==> src/rtl/rxst_pkg.sv <==
package rxst_pkg;

    localparam int BYTE_W = 8;
    localparam int FIELD_CNT_W = 12;

    typedef enum logic [2:0] {
        PH_DATA = 3'd0,
        PH_ST0  = 3'd1,
        PH_ST1  = 3'd2,
        PH_ST2  = 3'd3,
        PH_ST3  = 3'd4
    } phase_e;

    typedef struct packed {
        logic ovf;
        logic col;
        logic fram;
        logic fcs;
    } rx_flags_t;

endpackage

==> src/rtl/rxst_count.sv <==
module rxst_count
    import rxst_pkg::*;
#(
    parameter int CNT_W = 12
) (
    input  logic             clk,
    input  logic             rst_n,
    input  logic             in_valid,
    input  logic             in_sof,
    input  logic             in_eof,
    input  rx_flags_t        strobes,
    output logic [CNT_W-1:0] cnt_q,
    output rx_flags_t        flg_q,
    output logic             done_q
);
    localparam logic [CNT_W-1:0] CNT_MAX = {CNT_W{1'b1}};

    typedef struct packed {
        logic [CNT_W-1:0] cnt;
        rx_flags_t        flg;
        logic             done;
    } cnt_st_t;

    cnt_st_t st_d, st_q;
    logic [CNT_W-1:0] base_cnt;
    rx_flags_t        base_flg;

    always_comb begin
        st_d      = st_q;
        st_d.done = in_valid & in_eof;
        base_cnt  = in_sof ? '0 : st_q.cnt;
        base_flg  = in_sof ? '0 : st_q.flg;
        if (in_valid) begin
            st_d.cnt = (base_cnt == CNT_MAX) ? CNT_MAX : base_cnt + 1'b1;
            st_d.flg = base_flg | strobes;
        end
    end

    always_ff @(posedge clk or negedge rst_n) begin
        if (!rst_n) st_q <= '0;
        else        st_q <= st_d;
    end

    assign cnt_q  = st_q.cnt;
    assign flg_q  = st_q.flg;
    assign done_q = st_q.done;

    a_r6_count_never_drops: assert property (@(posedge clk) disable iff (!rst_n)
        (in_valid && !in_sof) |=> (cnt_q >= $past(cnt_q)));

    a_r5_flags_sticky: assert property (@(posedge clk) disable iff (!rst_n)
        (in_valid && !in_sof) |=> ((flg_q & $past(flg_q)) == $past(flg_q)));

    a_r5_idle_no_change: assert property (@(posedge clk) disable iff (!rst_n)
        !in_valid |=> ($stable(flg_q) && $stable(cnt_q)));

endmodule

==> src/rtl/rxst_stats.sv <==
module rxst_stats #(
    parameter int CNT_W    = 12,
    parameter int STAT_W   = 8,
    parameter int RUNT_MIN = 64
) (
    input  logic              clk,
    input  logic              rst_n,
    input  logic              done,
    input  logic [CNT_W-1:0]  cnt,
    input  logic              col,
    output logic [STAT_W-1:0] runt_q,
    output logic [STAT_W-1:0] coll_q
);
    localparam logic [CNT_W-1:0] RUNT_LIM = CNT_W'(RUNT_MIN);

    typedef struct packed {
        logic [STAT_W-1:0] runt;
        logic [STAT_W-1:0] coll;
    } stat_st_t;

    stat_st_t st_d, st_q;

    always_comb begin
        st_d = st_q;
        if (done) begin
            if (cnt < RUNT_LIM) st_d.runt = st_q.runt + 1'b1;
            if (col)            st_d.coll = st_q.coll + 1'b1;
        end
    end

    always_ff @(posedge clk or negedge rst_n) begin
        if (!rst_n) st_q <= '0;
        else        st_q <= st_d;
    end

    assign runt_q = st_q.runt;
    assign coll_q = st_q.coll;

    a_r7_runt_steps_by_one: assert property (@(posedge clk) disable iff (!rst_n)
        (runt_q == $past(runt_q)) || (runt_q == STAT_W'($past(runt_q) + 1'b1)));

    a_r8_coll_only_at_end: assert property (@(posedge clk) disable iff (!rst_n)
        !done |=> $stable(coll_q));

endmodule

==> src/rtl/rxst_emit.sv <==
module rxst_emit
    import rxst_pkg::*;
#(
    parameter int CNT_W  = 12,
    parameter int STAT_W = 8
) (
    input  logic              clk,
    input  logic              rst_n,
    input  logic              in_valid,
    input  logic [7:0]        in_data,
    input  logic              in_eof,
    input  logic [CNT_W-1:0]  cnt,
    input  rx_flags_t         flg,
    input  logic [STAT_W-1:0] runt,
    input  logic [STAT_W-1:0] coll,
    output logic              out_valid,
    output logic [7:0]        out_data,
    output logic              out_last,
    output logic              busy
);
    typedef struct packed {
        phase_e     phase;
        logic       valid;
        logic [7:0] data;
        logic       last;
    } emit_st_t;

    emit_st_t st_d, st_q;
    logic [FIELD_CNT_W-1:0] cnt_field;

    assign cnt_field = FIELD_CNT_W'(cnt);

    always_comb begin
        st_d       = st_q;
        st_d.valid = 1'b0;
        st_d.last  = 1'b0;
        unique case (st_q.phase)
            PH_DATA: begin
                if (in_valid) begin
                    st_d.valid = 1'b1;
                    st_d.data  = in_data;
                    if (in_eof) st_d.phase = PH_ST0;
                end
            end
            PH_ST0: begin
                st_d.valid = 1'b1;
                st_d.data  = cnt_field[7:0];
                st_d.phase = PH_ST1;
            end
            PH_ST1: begin
                st_d.valid = 1'b1;
                st_d.data  = {flg, cnt_field[11:8]};
                st_d.phase = PH_ST2;
            end
            PH_ST2: begin
                st_d.valid = 1'b1;
                st_d.data  = 8'(runt);
                st_d.phase = PH_ST3;
            end
            PH_ST3: begin
                st_d.valid = 1'b1;
                st_d.last  = 1'b1;
                st_d.data  = 8'(coll);
                st_d.phase = PH_DATA;
            end
            default: st_d.phase = PH_DATA;
        endcase
    end

    always_ff @(posedge clk or negedge rst_n) begin
        if (!rst_n) st_q <= '{phase: PH_DATA, valid: 1'b0, data: 8'h00, last: 1'b0};
        else        st_q <= st_d;
    end

    assign out_valid = st_q.valid;
    assign out_data  = st_q.data;
    assign out_last  = st_q.last;
    assign busy      = (st_q.phase != PH_DATA);

    a_r10_source_idle_in_trailer: assert property (@(posedge clk) disable iff (!rst_n)
        busy |-> !in_valid);

    a_r2_last_only_after_final_phase: assert property (@(posedge clk) disable iff (!rst_n)
        $rose(out_last) |-> ($past(st_q.phase) == PH_ST3));

    a_r2_no_gap_before_trailer: assert property (@(posedge clk) disable iff (!rst_n)
        busy |=> out_valid);

    a_r1_data_passes: assert property (@(posedge clk) disable iff (!rst_n)
        (in_valid && !busy) |=> (out_valid && !out_last && out_data == $past(in_data)));

endmodule

==> src/rtl/rxst_trailer.sv <==
module rxst_trailer
    import rxst_pkg::*;
#(
    parameter int CNT_W    = 12,
    parameter int STAT_W   = 8,
    parameter int RUNT_MIN = 64
) (
    input  logic       clk,
    input  logic       rst_n,
    input  logic       in_valid,
    input  logic [7:0] in_data,
    input  logic       in_sof,
    input  logic       in_eof,
    input  logic       err_ovf,
    input  logic       err_col,
    input  logic       err_fram,
    input  logic       err_fcs,
    output logic       out_valid,
    output logic [7:0] out_data,
    output logic       out_last
);
    rx_flags_t         strobes;
    rx_flags_t         flg_q;
    logic [CNT_W-1:0]  cnt_q;
    logic              done_q;
    logic [STAT_W-1:0] runt_q;
    logic [STAT_W-1:0] coll_q;
    logic              busy;

    assign strobes = '{ovf: err_ovf, col: err_col, fram: err_fram, fcs: err_fcs};

    rxst_count #(.CNT_W(CNT_W)) u_count (
        .clk      (clk),
        .rst_n    (rst_n),
        .in_valid (in_valid),
        .in_sof   (in_sof),
        .in_eof   (in_eof),
        .strobes  (strobes),
        .cnt_q    (cnt_q),
        .flg_q    (flg_q),
        .done_q   (done_q)
    );

    rxst_stats #(.CNT_W(CNT_W), .STAT_W(STAT_W), .RUNT_MIN(RUNT_MIN)) u_stats (
        .clk    (clk),
        .rst_n  (rst_n),
        .done   (done_q),
        .cnt    (cnt_q),
        .col    (flg_q.col),
        .runt_q (runt_q),
        .coll_q (coll_q)
    );

    rxst_emit #(.CNT_W(CNT_W), .STAT_W(STAT_W)) u_emit (
        .clk       (clk),
        .rst_n     (rst_n),
        .in_valid  (in_valid),
        .in_data   (in_data),
        .in_eof    (in_eof),
        .cnt       (cnt_q),
        .flg       (flg_q),
        .runt      (runt_q),
        .coll      (coll_q),
        .out_valid (out_valid),
        .out_data  (out_data),
        .out_last  (out_last),
        .busy      (busy)
    );

    a_r9_quiet_after_reset: assert property (@(posedge clk)
        !rst_n |=> (!out_valid && !out_last));

endmodule

==> config.mk <==
export PLATFORM = sky130hd
export DESIGN_NAME = rxst_trailer
export DESIGN_NICKNAME = d
export VERILOG_FILES = /design/src/rtl/rxst_pkg.sv /design/src/rtl/rxst_count.sv /design/src/rtl/rxst_stats.sv /design/src/rtl/rxst_emit.sv /design/src/rtl/rxst_trailer.sv
export SDC_FILE = /design/constraint.sdc
export NUM_CORES = 1
export LEC_CHECK = 0
export BUFFER_PORTS_ARGS = -buffer_cell sky130_fd_sc_hd__buf_2
export CAP_MARGIN = 10
export CORE_ASPECT_RATIO = 1.25
export CORE_MARGIN = 8
export CORE_UTILIZATION = 58
export DETAILED_ROUTE_END_ITERATION = 6
export PLACE_DENSITY = 0.76
export REMOVE_ABC_BUFFERS = 1
export SLEW_MARGIN = 20
export SYNTH_ARGS = -nofsm -noshare
export SYNTH_HDL_FRONTEND = slang
export SYNTH_SLANG_ARGS = --single-unit
==> constraint.sdc <==
create_clock -name clk -period 2.1 [get_ports clk]
set_input_delay 0.105 -clock clk [delete_from_list [all_inputs] [get_ports clk]]
set_output_delay 0.105 -clock clk [all_outputs]
set_load 0.01 [all_outputs]
# Word level (Yosys, flattened, before mapping)
# Cells that the tools add are included.
[word_totals]
reg_bits = 46
in_bits = 17
out_inout_bits = 10
elab_cells = 39
[classes]
add_sub_neg = 3
order_cmp = 1
eq_ne = 7
n_mux = 8
bitwise = 2
reduce_logical = 6
[op_table]
columns = ["cell", "count"]
rows = [
  ["9-bit case mux with 5 select lines", 1],
  ["12-bit two-way mux", 3],
  ["8-bit by 1-bit adder with 8-bit output, second input constant", 2],
  ["12-bit by 1-bit adder with 12-bit output, second input constant", 1],
  ["12-bit equality test, second input constant", 1],
  ["12-bit by 7-bit < comparator with 1-bit output, second input constant", 1],
  ["3-bit case mux with 4 select lines", 1],
  ["2-bit AND reduction", 4],
  ["3-bit by 2-bit equality test with 1-bit output, second input constant", 2],
  ["5-bit nonzero test", 1],
  ["4-bit two-way mux", 1],
  ["2-bit inequality test, second input constant", 2],
  ["4-bit OR", 1],
  ["3-bit by 1-bit equality test with 1-bit output, second input constant", 1],
  ["3-bit equality test, second input constant", 1],
  ["3-bit logical NOT", 1],
  ["3-bit two-way mux", 1],
  ["1-bit bitwise AND", 1],
  ["1-bit two-way mux", 1],
]

# Logic depth before layout (Yosys ltp)
# Gate-level depths: netlist of the first run.
[logic_depth]
depth_word = 3
mapped_depth = 7

# Hierarchy
# A second synthesis of the first run with hierarchy kept.
[unflattened]
cells_unflattened = 252
hier_area_um2 = 2536.2
[by_module_without_submodules]
columns = ["mod", "n_inst", "cells_per_inst", "area_each_um2", "seq_area_each_um2"]
rows = [
  ["rxst_emit", 1, 107, 925.9, 325.3],
  ["rxst_count", 1, 90, 902.1, 425.4],
  ["rxst_stats", 1, 55, 708.2, 400.4],
]

# Worst setup path before layout of the first run
# Ideal clock, no wire load.
[synth_timing]
path_type = "reg2reg"
startpoint = "register u_count.st_q (netlist bit u_count.cnt_q[8])"
endpoint = "register u_stats.st_q (netlist bit u_stats.runt_q[1])"
setup_ns = 0.125
arrival_ns = 1.626
t_required_ns = 1.975
slack_ns = 0.349
stages_incl_launch_ff = 4
n_path_buf = 0
synth_period_minus_slack_ns = 1.751
path_cell_list = "dfrtp_1 -> or4b_4 -> nor4_4 -> mux2_2"
[synth_between]
elab_chain_cells = 2
[synth_lines]
columns = ["element", "line", "text"]
rows = [
  ["start: declaration", "rxst_count.sv:24", "cnt_st_t st_d, st_q;"],
  ["start signal: assignment", "rxst_count.sv:41", "else st_q <= st_d;"],
  ["12-bit by 7-bit < comparator with 1-bit output", "rxst_stats.sv:26", "if (cnt < RUNT_LIM) st_d.runt = st_q.runt + 1'b1;"],
  ["2-bit AND reduction (no source line)", "n/a", ""],
  ["end signal: assignment", "rxst_stats.sv:33", "else st_q <= st_d;"],
  ["end: declaration", "rxst_stats.sv:21", "stat_st_t st_d, st_q;"],
]
# Every way passes these cells.
# A chain may end at the register's enable or synchronous reset.

# Worst setup path after layout of the first run
# Ends and elaborated chain as after synthesis.

==> impl_metrics.json, run 1 <==
{
  "intPower_mw": 1.95,
  "antenna-diode-count": 0,
  "hold_start": "err_fcs",
  "placed_cell_area_um2": 2610,
  "p_leak_nw": 1.26,
  "required_ps": 2300,
  "layout_commonest_cell": "dfrtp_1",
  "reg2reg_depth": 3,
  "worstHoldPathType": "primary input to register",
  "wl_met1_mm": 2.13,
  "muxShareOfSynthArea": 0.150,
  "setup_tns_ps": 0,
  "critPathKind": "register to register",
  "cts.sinks": 46,
  "reg2reg_slack_ps": 230,
  "die_x_um": 74.0,
  "cp-end-kind": "register",
  "fill_cells": 317,
  "min_to": "u_count.flg_q[0]",
  "power_density_nw_per_um2": 1110,
  "max-cap-violations": 0,
  "dieHeight_um": 88.5,
  "syn_avg_cell_area_um2": 11.4,
  "grt-ovfl-total": 0,
  "area_growth_pct": 11.0,
  "die_area_um2": 6550,
  "ys_warn_count": 0,
  "vdd_drop_max_mv": 0.478,
  "syn_inst": 214,
  "insertion_delay_ps": 300,
  "synth_edf_count": 0,
  "synth_compound_area_frac": 0.115,
  "grt_pass1_wl_mm": 8.84,
  "comb_power_share": 0.347,
  "syn-cell-area_um2": 2440,
  "finalHoldViolations": 0,
  "yosysSeqAreaShare": 0.472,
  "synth.distinct_cells": 39,
  "grt_max_degree": 22,
  "yosys.area_share.adder": 0.0154,
  "vias_per_cell": 5.94,
  "setup_violations": 0,
  "start_kind": "register",
  "layout.nets": 259,
  "grt_antenna_before_repair": 0,
  "synth_top_family_by_area": "multiplexers",
  "worst_pin_slew_ps": 472,
  "cp_data_arrival_time_ps": 2070,
  "finalWirelength_mm": 5.11,
  "gp_congestion": 0.805,
  "drt-pass1-iter-count": 4,
  "min_path_cells": 2,
  "critPathMaxFanout": 9,
  "postLayoutCoreUtil": 0.666,
  "fin_area_um2": 2710,
  "seqPwrFrac": 0.465,
  "core_area_um2": 4070,
  "cts_buffers": 5,
  "synth_xor_xnor_area_share": 0.0539,
  "outcome": "finished clean",
  "regArea_um2": 1150,
  "p_clk_frac": 0.187,
  "drive_above_1_share": 0.288,
  "ys_async_sr_fraction": 1.00,
  "dr_wl_met3_um": 198,
  "r2r-end": "u_stats.runt_q[1]",
  "boundaryPins": 27,
  "rsz0062_at_grt": "false",
  "postCtsSetupBuffers": 0,
  "switchingPower_mw": 1.04,
  "top_layer_used": "met4",
  "fin_crit_sh": 0.892,
  "clkSlewWorstSetupHoldPaths_ps": 90,
  "clk_root_buffer_cell": "clkbuf_8",
  "cts_buffer_depth": 2,
  "r2r-start": "u_count.cnt_q[8]",
  "rows": 26,
  "drt_iter0_drc": 74,
  "hpwl_mm": 3.89,
  "wl_per_cell_um": 17.3,
  "multi_input_area_um2": 1170,
  "clock_skew_ps": 8.81,
  "ys_ff_latch": 46,
  "synth_flop_cell": "dfrtp_1",
  "dr_wl_met2_mm": 2.70,
  "vias": 1758,
  "drc_errors": 0,
  "grt.total_usage": 0.177,
  "final_antenna_net_count": 0,
  "port_buffers": 26,
  "timing.final.crit_period_ps": 1870,
  "fmax_ghz": 0.534,
  "synth_simple_gate_area_frac": 0.145,
  "post_cts_resized": 0,
  "grt_pass1_vias": 1844,
  "tritoncts": "built",
  "drv_slew": 0,
  "fin_hold_ws_ps": 28.7,
  "cts.htree.levels": 2,
  "initial_core_util": 0.600,
  "switching_share": 0.348,
  "slew-limit-headroom": 0.683,
  "final_cell_mix": "dfrtp_1, buf_2, nor2_1"
}
[cells in the mapped netlist, drive strengths merged, types with 3 or more instances]
cell type / instances / area [um2]
buf: 11 / 75.1
a31oi: 7 / 43.8
ha: 3 / 37.5
xnor2: 11 / 96.3
o21ai: 3 / 15.0
mux2: 9 / 101
inv: 5 / 18.8
a21oi: 14 / 70.1
nor2: 19 / 73.8
a22o: 6 / 52.6
and3: 6 / 40.0
and2: 4 / 25.0
and4: 4 / 36.3
mux2i: 8 / 80.1
nand3: 4 / 20.0
xor2: 4 / 35.0
o22a: 4 / 36.3
mux4: 8 / 184
clkbuf: 7 / 26.3
dfrtp: 46 / 1150
nand4: 9 / 56.3
nand2: 8 / 30.0
[metrics by stage]
stage | power (mW) | cells | worst slack (ps)
2_1_floorplan | 2.08 | 196 | 349
3_3_place_gp | 2.40 | 287 | 251
3_5_place_dp | 2.46 | 287 | 229
4_1_cts | 3.02 | 296 | 218
5_1_grt | 3.20 | 296 | 151
6_report | 2.99 | 296 | 227
[registers in the layout, indices dropped and copies added (netlist names)]
name,count
u_count.flg_q,4
u_emit.out_valid,1
u_count.done_q,1
u_emit.out_data,8
u_emit.st_q,3
u_stats.runt_q,8
u_count.cnt_q,12
u_emit.out_last,1
u_stats.coll_q,8
[area by class of cell]
cell class,count,share of cell area
Tap cell,56,0.0259
Sequential cell,46,0.425
Inverter,5,0.00693
Clock inverter,1,0.00185
Multi-Input combinational cell,145,0.431
Clock buffer,7,0.0319
Timing Repair Buffer,36,0.0767
[worst max-delay path by stage]
stage	startpoint	end	depth (start not counted)
2_1_floorplan	u_count.cnt_q[8]	u_stats.runt_q[1]	3
3_3_place_gp	u_count.cnt_q[8]	u_stats.runt_q[1]	3
3_5_place_dp	u_count.cnt_q[8]	u_stats.runt_q[1]	3
4_1_cts	u_count.cnt_q[8]	u_stats.runt_q[1]	3
5_1_grt	u_count.cnt_q[8]	u_stats.runt_q[1]	3
6_report	u_count.cnt_q[8]	u_stats.runt_q[1]	3
[worst max-delay path, cell delays in order, from the launching register on]
cell and delay, ps:
dfrtp_1 460, or4b_4 550, nor4_4 370, mux2_2 390
[power groups by stage]
| stage | clock (mW) | combinational (mW) | sequential (mW) |
|---|---|---|---|
| 2_1_floorplan | 0 | 0.647 | 1.43 |
| 3_3_place_gp | 0 | 1.02 | 1.39 |
| 3_5_place_dp | 0 | 1.05 | 1.41 |
| 4_1_cts | 0.567 | 1.06 | 1.39 |
| 5_1_grt | 0.614 | 1.16 | 1.43 |
| 6_report | 0.561 | 1.04 | 1.39 |
[repair_timing]
item                                   in CTS  in global routing
setup endpoints to repair                   0                  0
endpoints found under the hold margin      14                  0
hold buffers                                1                  0
[layer usage]
layer | vias up | GRT usage
met2 | 32 | 0.311
met4 | 0 | 0.0729
met1 | 893 | 0.204
li1 | 828 | -
met3 | 5 | 0.0317
met5 | - | 0
[cells by family (layout without fill, tap and decap cells)]
family | after synthesis | after routing
AND/OR/NAND/NOR | 61 | 61
buffers and inverters | 23 | 49
XOR/XNOR | 15 | 15
adder cells (fa/ha/maj) | 3 | 3
flip-flops | 46 | 46
AO/OA/AOI/OAI | 41 | 41
multiplexers | 25 | 25
No activity file was read; power rests on OpenSTA's default activity.
==> run 2, diff against run 1 <==
--- a/config.mk
+++ b/config.mk
@@ -9,9 +9,11 @@
 export CAP_MARGIN = 10
 export CORE_ASPECT_RATIO = 1.25
 export CORE_MARGIN = 8
-export CORE_UTILIZATION = 58
+export CORE_UTILIZATION = 60
+export CTS_BUF_LIST = sky130_fd_sc_hd__clkbuf_8
 export DETAILED_ROUTE_END_ITERATION = 6
-export PLACE_DENSITY = 0.76
+export MAX_ROUTING_LAYER = met4
+export PLACE_DENSITY = 0.78
 export REMOVE_ABC_BUFFERS = 1
 export SLEW_MARGIN = 20
 export SYNTH_ARGS = -nofsm -noshare
==> constraint.sdc (replaced) <==
create_clock -name clk -period 1.85 [get_ports clk]
set_input_delay 0.0925 -clock clk [delete_from_list [all_inputs] [get_ports clk]]
set_output_delay 0.0925 -clock clk [all_outputs]
set_load 0.01 [all_outputs]
==> impl_metrics.json, run 2 (synthesized netlist as in run 1, its figures left out) <==
{
  "core_area_um2": 4000,
  "final_cell_mix": "dfrtp_1, buf_2, nor2_1",
  "port_buffers": 26,
  "multi_input_area_um2": 1170,
  "fin_crit_sh": 0.902,
  "wl_per_cell_um": 17.1,
  "fmax_ghz": 0.599,
  "cts.sinks": 46,
  "worst_pin_slew_ps": 583,
  "clkSlewWorstSetupHoldPaths_ps": 80,
  "timing.final.crit_period_ps": 1670,
  "die_area_um2": 6370,
  "boundaryPins": 27,
  "vdd_drop_max_mv": 0.555,
  "worstHoldPathType": "primary input to register",
  "grt_pass1_vias": 1854,
  "insertion_delay_ps": 300,
  "hpwl_mm": 3.93,
  "critPathMaxFanout": 7,
  "antenna-diode-count": 0,
  "drc_errors": 0,
  "layout_commonest_cell": "dfrtp_1",
  "fill_cells": 318,
  "rsz0062_at_grt": "false",
  "gr-usage-met2": 0.305,
  "rows": 26,
  "initial_core_util": 0.609,
  "met3_usage": 0.0426,
  "power_density_nw_per_um2": 1210,
  "busiest_layer": "met2",
  "drive_above_1_share": 0.310,
  "regArea_um2": 1150,
  "slew-limit-headroom": 0.611,
  "area_growth_pct": 12.4,
  "tritoncts": "built",
  "critPathKind": "register to register",
  "die_x_um": 73.0,
  "setup_tns_ps": 0,
  "grt_max_degree": 47,
  "largest_reg_flops": 12,
  "required_ps": 2040,
  "max-cap-violations": 0,
  "dieHeight_um": 87.3,
  "layout.nets": 265,
  "start_kind": "register",
  "drt_iter0_drc": 115,
  "outcome": "finished clean",
  "met1_usage": 0.216,
  "vias_per_cell": 5.99,
  "setup_violations": 0,
  "clk_root_buffer_cell": "clkbuf_8",
  "cp_data_arrival_time_ps": 1860,
  "grt_antenna_before_repair": 0,
  "cts_buffer_depth": 2,
  "grt-ovfl-total": 0,
  "finalWirelength_mm": 5.16,
  "clock_skew_ps": 7.41,
  "drt-pass1-iter-count": 4,
  "gp_congestion": 0.895,
  "p_leak_nw": 1.29,
  "final_antenna_net_count": 0,
  "cts.htree.levels": 2,
  "finalPower_mw": 3.33,
  "grt_pass1_wl_mm": 9.02,
  "cts_buffers": 5,
  "finalHoldViolations": 0,
  "vias": 1802,
  "grt.total_usage": 0.185,
  "cp-end-kind": "register",
  "drv_slew": 0
}
run 2: cell type report:
type | instances | area share
Clock buffer | 5 | 0.0251
Clock inverter | 2 | 0.00365
Inverter | 5 | 0.00685
Multi-Input combinational cell | 145 | 0.427
Sequential cell | 46 | 0.420
Tap cell | 56 | 0.0256
Timing Repair Buffer | 42 | 0.0922
run 2: worst paths after layout:
kind                            slack (ps)              start            endpoint  depth (start not counted)
worst max-delay path                   180   u_count.cnt_q[9]   u_stats.runt_q[7]                          5
worst min-delay path                    20           err_fram    u_count.flg_q[1]                          2
worst max register to register         180   u_count.cnt_q[9]   u_stats.runt_q[7]                          5
min in group asynchronous              430              rst_n     u_emit.out_last                          3
max in group asynchronous             1040              rst_n  u_emit.out_data[1]                          3
worst min register to register         480  u_stats.coll_q[7]   u_stats.coll_q[7]                          1
run 2: power by group:
part	internal [mW]	switching (mW)	leakage [nW]
combinational	0.640	0.516	0.660
sequential	1.27	0.322	0.586
clock	0.254	0.327	0.0438
run 2: per-stage QoR:
step | area, um2 | util | std cells | setup WS (ps) | hold slack, ps
floorplan | 2340 | - | 196 | 99.2 | -203
global placement | 2650 | 0.662 | 293 | 234 | 212
detailed placement | 2650 | 0.662 | 293 | 170 | 220
CTS | 2740 | 0.684 | 301 | 168 | 17.7
global route | 2740 | 0.685 | 301 | 71.9 | 21.3
finish | 2740 | 0.685 | 301 | 181 | 22.0
run 2: what timing repair did:
action,4_1_cts,5_1_grt
hold buffers,1,0
setup endpoints to repair,0,1
setup buffers,0,0
hold endpoints to repair,46,0
gates resized for setup,0,1
run 2: critical path, cell delays in order, from the launching register on:
cell and delay (ps):
dfrtp_1 380, or4b_4 540, nor4_4 160, buf_4 190, nand4_1 130, xnor2_1 150
run 2: metal layers:
metal	share of wire	routed length (um)
met1	0.41	2130
met5	0	0
met2	0.52	2680
met4	0.016	81
met3	0.051	264
==> run 3, diff against run 2 <==
--- a/config.mk
+++ b/config.mk
@@ -9,13 +9,14 @@
 export CAP_MARGIN = 10
 export CORE_ASPECT_RATIO = 1.25
 export CORE_MARGIN = 8
-export CORE_UTILIZATION = 60
+export CORE_UTILIZATION = 61
 export CTS_BUF_LIST = sky130_fd_sc_hd__clkbuf_8
 export DETAILED_ROUTE_END_ITERATION = 6
 export MAX_ROUTING_LAYER = met4
-export PLACE_DENSITY = 0.78
+export PLACE_DENSITY = 0.79
 export REMOVE_ABC_BUFFERS = 1
 export SLEW_MARGIN = 20
 export SYNTH_ARGS = -nofsm -noshare
 export SYNTH_HDL_FRONTEND = slang
+export SYNTH_HIERARCHICAL = 1
 export SYNTH_SLANG_ARGS = --single-unit
==> impl_metrics.json, run 3 <==
{
  "gr-usage-met2": 0.329,
  "comb_power_share": 0.359,
  "cp-end-kind": "register",
  "rsz0062_at_grt": "false",
  "seqPwrFrac": 0.457,
  "grt_antenna_before_repair": 0,
  "synth.distinct_cells": 51,
  "yosys-top-cells-area": "dfrtp_1, xnor2_1, nand2_1",
  "drive_above_1_share": 0.219,
  "yosysSeqAreaShare": 0.454,
  "final_antenna_net_count": 0,
  "gp_congestion": 0.908,
  "cts.sinks": 46,
  "drv_slew": 0,
  "timing.final.crit_period_ps": 1710,
  "vias_per_cell": 6.12,
  "slowest_stage": "dfrtp_1",
  "ys_warn_count": 6,
  "start_kind": "register",
  "grt_pass1_wl_mm": 9.78,
  "cts_buffers": 5,
  "core_area_um2": 4030,
  "vias": 2019,
  "cp_data_arrival_time_ps": 1930,
  "boundaryPins": 27,
  "finalWirelength_mm": 5.73,
  "clock_skew_ps": 11.3,
  "synth_flop_cell": "dfrtp_1",
  "worstHoldPathType": "primary input to register",
  "multi_input_area_um2": 1210,
  "synth_edf_count": 0,
  "reg2reg_slack_ps": 140,
  "fin_area_um2": 2800,
  "die_x_um": 73.7,
  "placed_cell_area_um2": 2680,
  "ys_ff_latch": 46,
  "drc_errors": 0,
  "power_density_nw_per_um2": 1230,
  "finalPower_mw": 3.45,
  "postLayoutCoreUtil": 0.693,
  "fin_crit_sh": 0.923,
  "fmax_ghz": 0.586,
  "met3_usage": 0.0401,
  "setup_violations": 0,
  "wl_per_cell_um": 17.4,
  "area_growth_pct": 10.3,
  "port_buffers": 26,
  "fill_cells": 350,
  "yosys-top-cells-count": "dfrtp_1, nand2_1, nor2_1",
  "regArea_um2": 1150,
  "setup_tns_ps": 0,
  "worst_pin_slew_ps": 493,
  "hold_start": "err_fcs",
  "largest_reg_flops": 12,
  "grt.total_usage": 0.200,
  "tritoncts": "built",
  "clkSlewWorstSetupHoldPaths_ps": 100,
  "layout_commonest_cell": "dfrtp_1",
  "final_cell_mix": "dfrtp_1, buf_2, nor2_1, nand2_1, o21ai_0",
  "p_clk_frac": 0.184,
  "ys_async_sr_fraction": 1.00,
  "grt_max_degree": 47,
  "drt-pass1-iter-count": 5,
  "rows": 26,
  "p_leak_nw": 1.30,
  "switching_share": 0.375,
  "cts_buffer_depth": 2,
  "grt_pass1_vias": 2059,
  "syn-cell-area_um2": 2540,
  "r2r-end": "u_emit/out_data[7]",
  "min_to": "u_count/flg_q[0]",
  "critPathKind": "register to register",
  "layout.nets": 293,
  "outcome": "finished clean",
  "critPathMaxFanout": 13,
  "insertion_delay_ps": 310,
  "max-cap-violations": 0,
  "r2r-start": "u_emit/st_q[10]",
  "synth_top_area_cell": "dfrtp_1",
  "hpwl_mm": 4.11,
  "met1_usage": 0.234,
  "intPower_mw": 2.16,
  "fin_hold_ws_ps": 2.29,
  "initial_core_util": 0.629,
  "slowest_delay_ps": 610,
  "min_path_cells": 2,
  "busiest_layer": "met2",
  "slew-limit-headroom": 0.668,
  "cts.htree.levels": 2,
  "grt-ovfl-total": 0,
  "die_area_um2": 6490,
  "clk_root_buffer_cell": "clkbuf_8",
  "syn_inst": 252,
  "required_ps": 2080,
  "finalHoldViolations": 0,
  "reg2reg_depth": 4,
  "synth_top_area_frac": 0.454,
  "drt_iter0_drc": 167,
  "dieHeight_um": 88.1,
  "syn_avg_cell_area_um2": 10.1,
  "antenna-diode-count": 0,
  "yosysMostFrequentCell": "dfrtp_1",
  "vdd_drop_max_mv": 0.793,
  "switchingPower_mw": 1.29,
  "path_cells": "nor2b_1, a22oi_1, a2bb2oi_1, a41oi_1"
}
[run 3: cell types whose count changed after synthesis, sizes merged, moves of 5 or more]
cell / delta
a21o: +7
a22oi: +6
mux2i: -7
mux2: -5
mux4: -8
a2bb2oi: +8
nand2: +12
o21ai: +11
a31oi: -6
a41oi: +7
[run 3: final cells by class]
class	count	share of cell area
clock buffers	5	0.0246
flip-flops and latches	46	0.412
clock inverters	3	0.00850
repair buffers	38	0.0886
inverters	6	0.00805
well taps	56	0.0251
multi-input cells	176	0.434
[run 3: logic make-up after synthesis]
kind of cell | after synthesis | synth area share
AND/OR/NAND/NOR | 84 | 0.193
AO/OA/AOI/OAI | 70 | 0.198
flip-flops | 46 | 0.454
buffers and inverters | 30 | 0.0700
XOR/XNOR | 14 | 0.0483
multiplexers | 5 | 0.0217
adder cells (fa/ha/maj) | 3 | 0.0148
[run 3: routing by layer]
layer	part of all wire	up-vias
met2	0.51	75
met1	0.42	978
met5	0	-
met3	0.051	9
met4	0.017	0
li1	-	957
[run 3: worst max path at each step]
stage	startpoint	to	slack, ps	depth (start not counted)
3_5_place_dp	u_count/cnt_q[0]	u_count/cnt_q[11]	60	6
3_3_place_gp	u_count/cnt_q[0]	u_count/cnt_q[11]	180	6
6_report	u_emit/st_q[10]	u_emit/out_data[7]	140	4
4_1_cts	u_count/cnt_q[0]	u_count/cnt_q[11]	40	6
5_1_grt	u_emit/st_q[10]	u_emit/out_data[7]	40	4
2_1_floorplan	u_count/cnt_q[6]	u_stats/runt_q[1]	120	3
[run 3: power groups by stage]
| stage | Combinational, mW | Clock (mW) | Sequential (mW) |
|---|---|---|---|
| global route | 1.38 | 0.684 | 1.63 |
| floorplan | 0.718 | 0 | 1.63 |
| CTS | 1.24 | 0.646 | 1.57 |
| global placement | 1.19 | 0 | 1.58 |
| finish | 1.24 | 0.634 | 1.58 |
| detailed placement | 1.21 | 0 | 1.59 |
[run 3: repair_timing]
item | in CTS | in global routing
hold endpoints to repair | 46 | 0
setup buffers | 0 | 1
endpoints found under the setup margin | 0 | 11
hold buffers | 1 | 0
gates resized for setup | 0 | 2
[run 3: through the flow]
stage / setup slack (ps) / std cells
detailed placement: 60.9 / 320
global route: 36.1 / 330
finish: 143 / 330
global placement: 182 / 320
CTS: 36.0 / 329
floorplan: 118 / 228
[run 3: worst max-delay path: cells and delay by family (launching register included)]
kind / cells / cell delay [ps]
flip-flops: 1 / 610
AO/OA/AOI/OAI: 3 / 560
AND/OR/NAND/NOR: 1 / 450
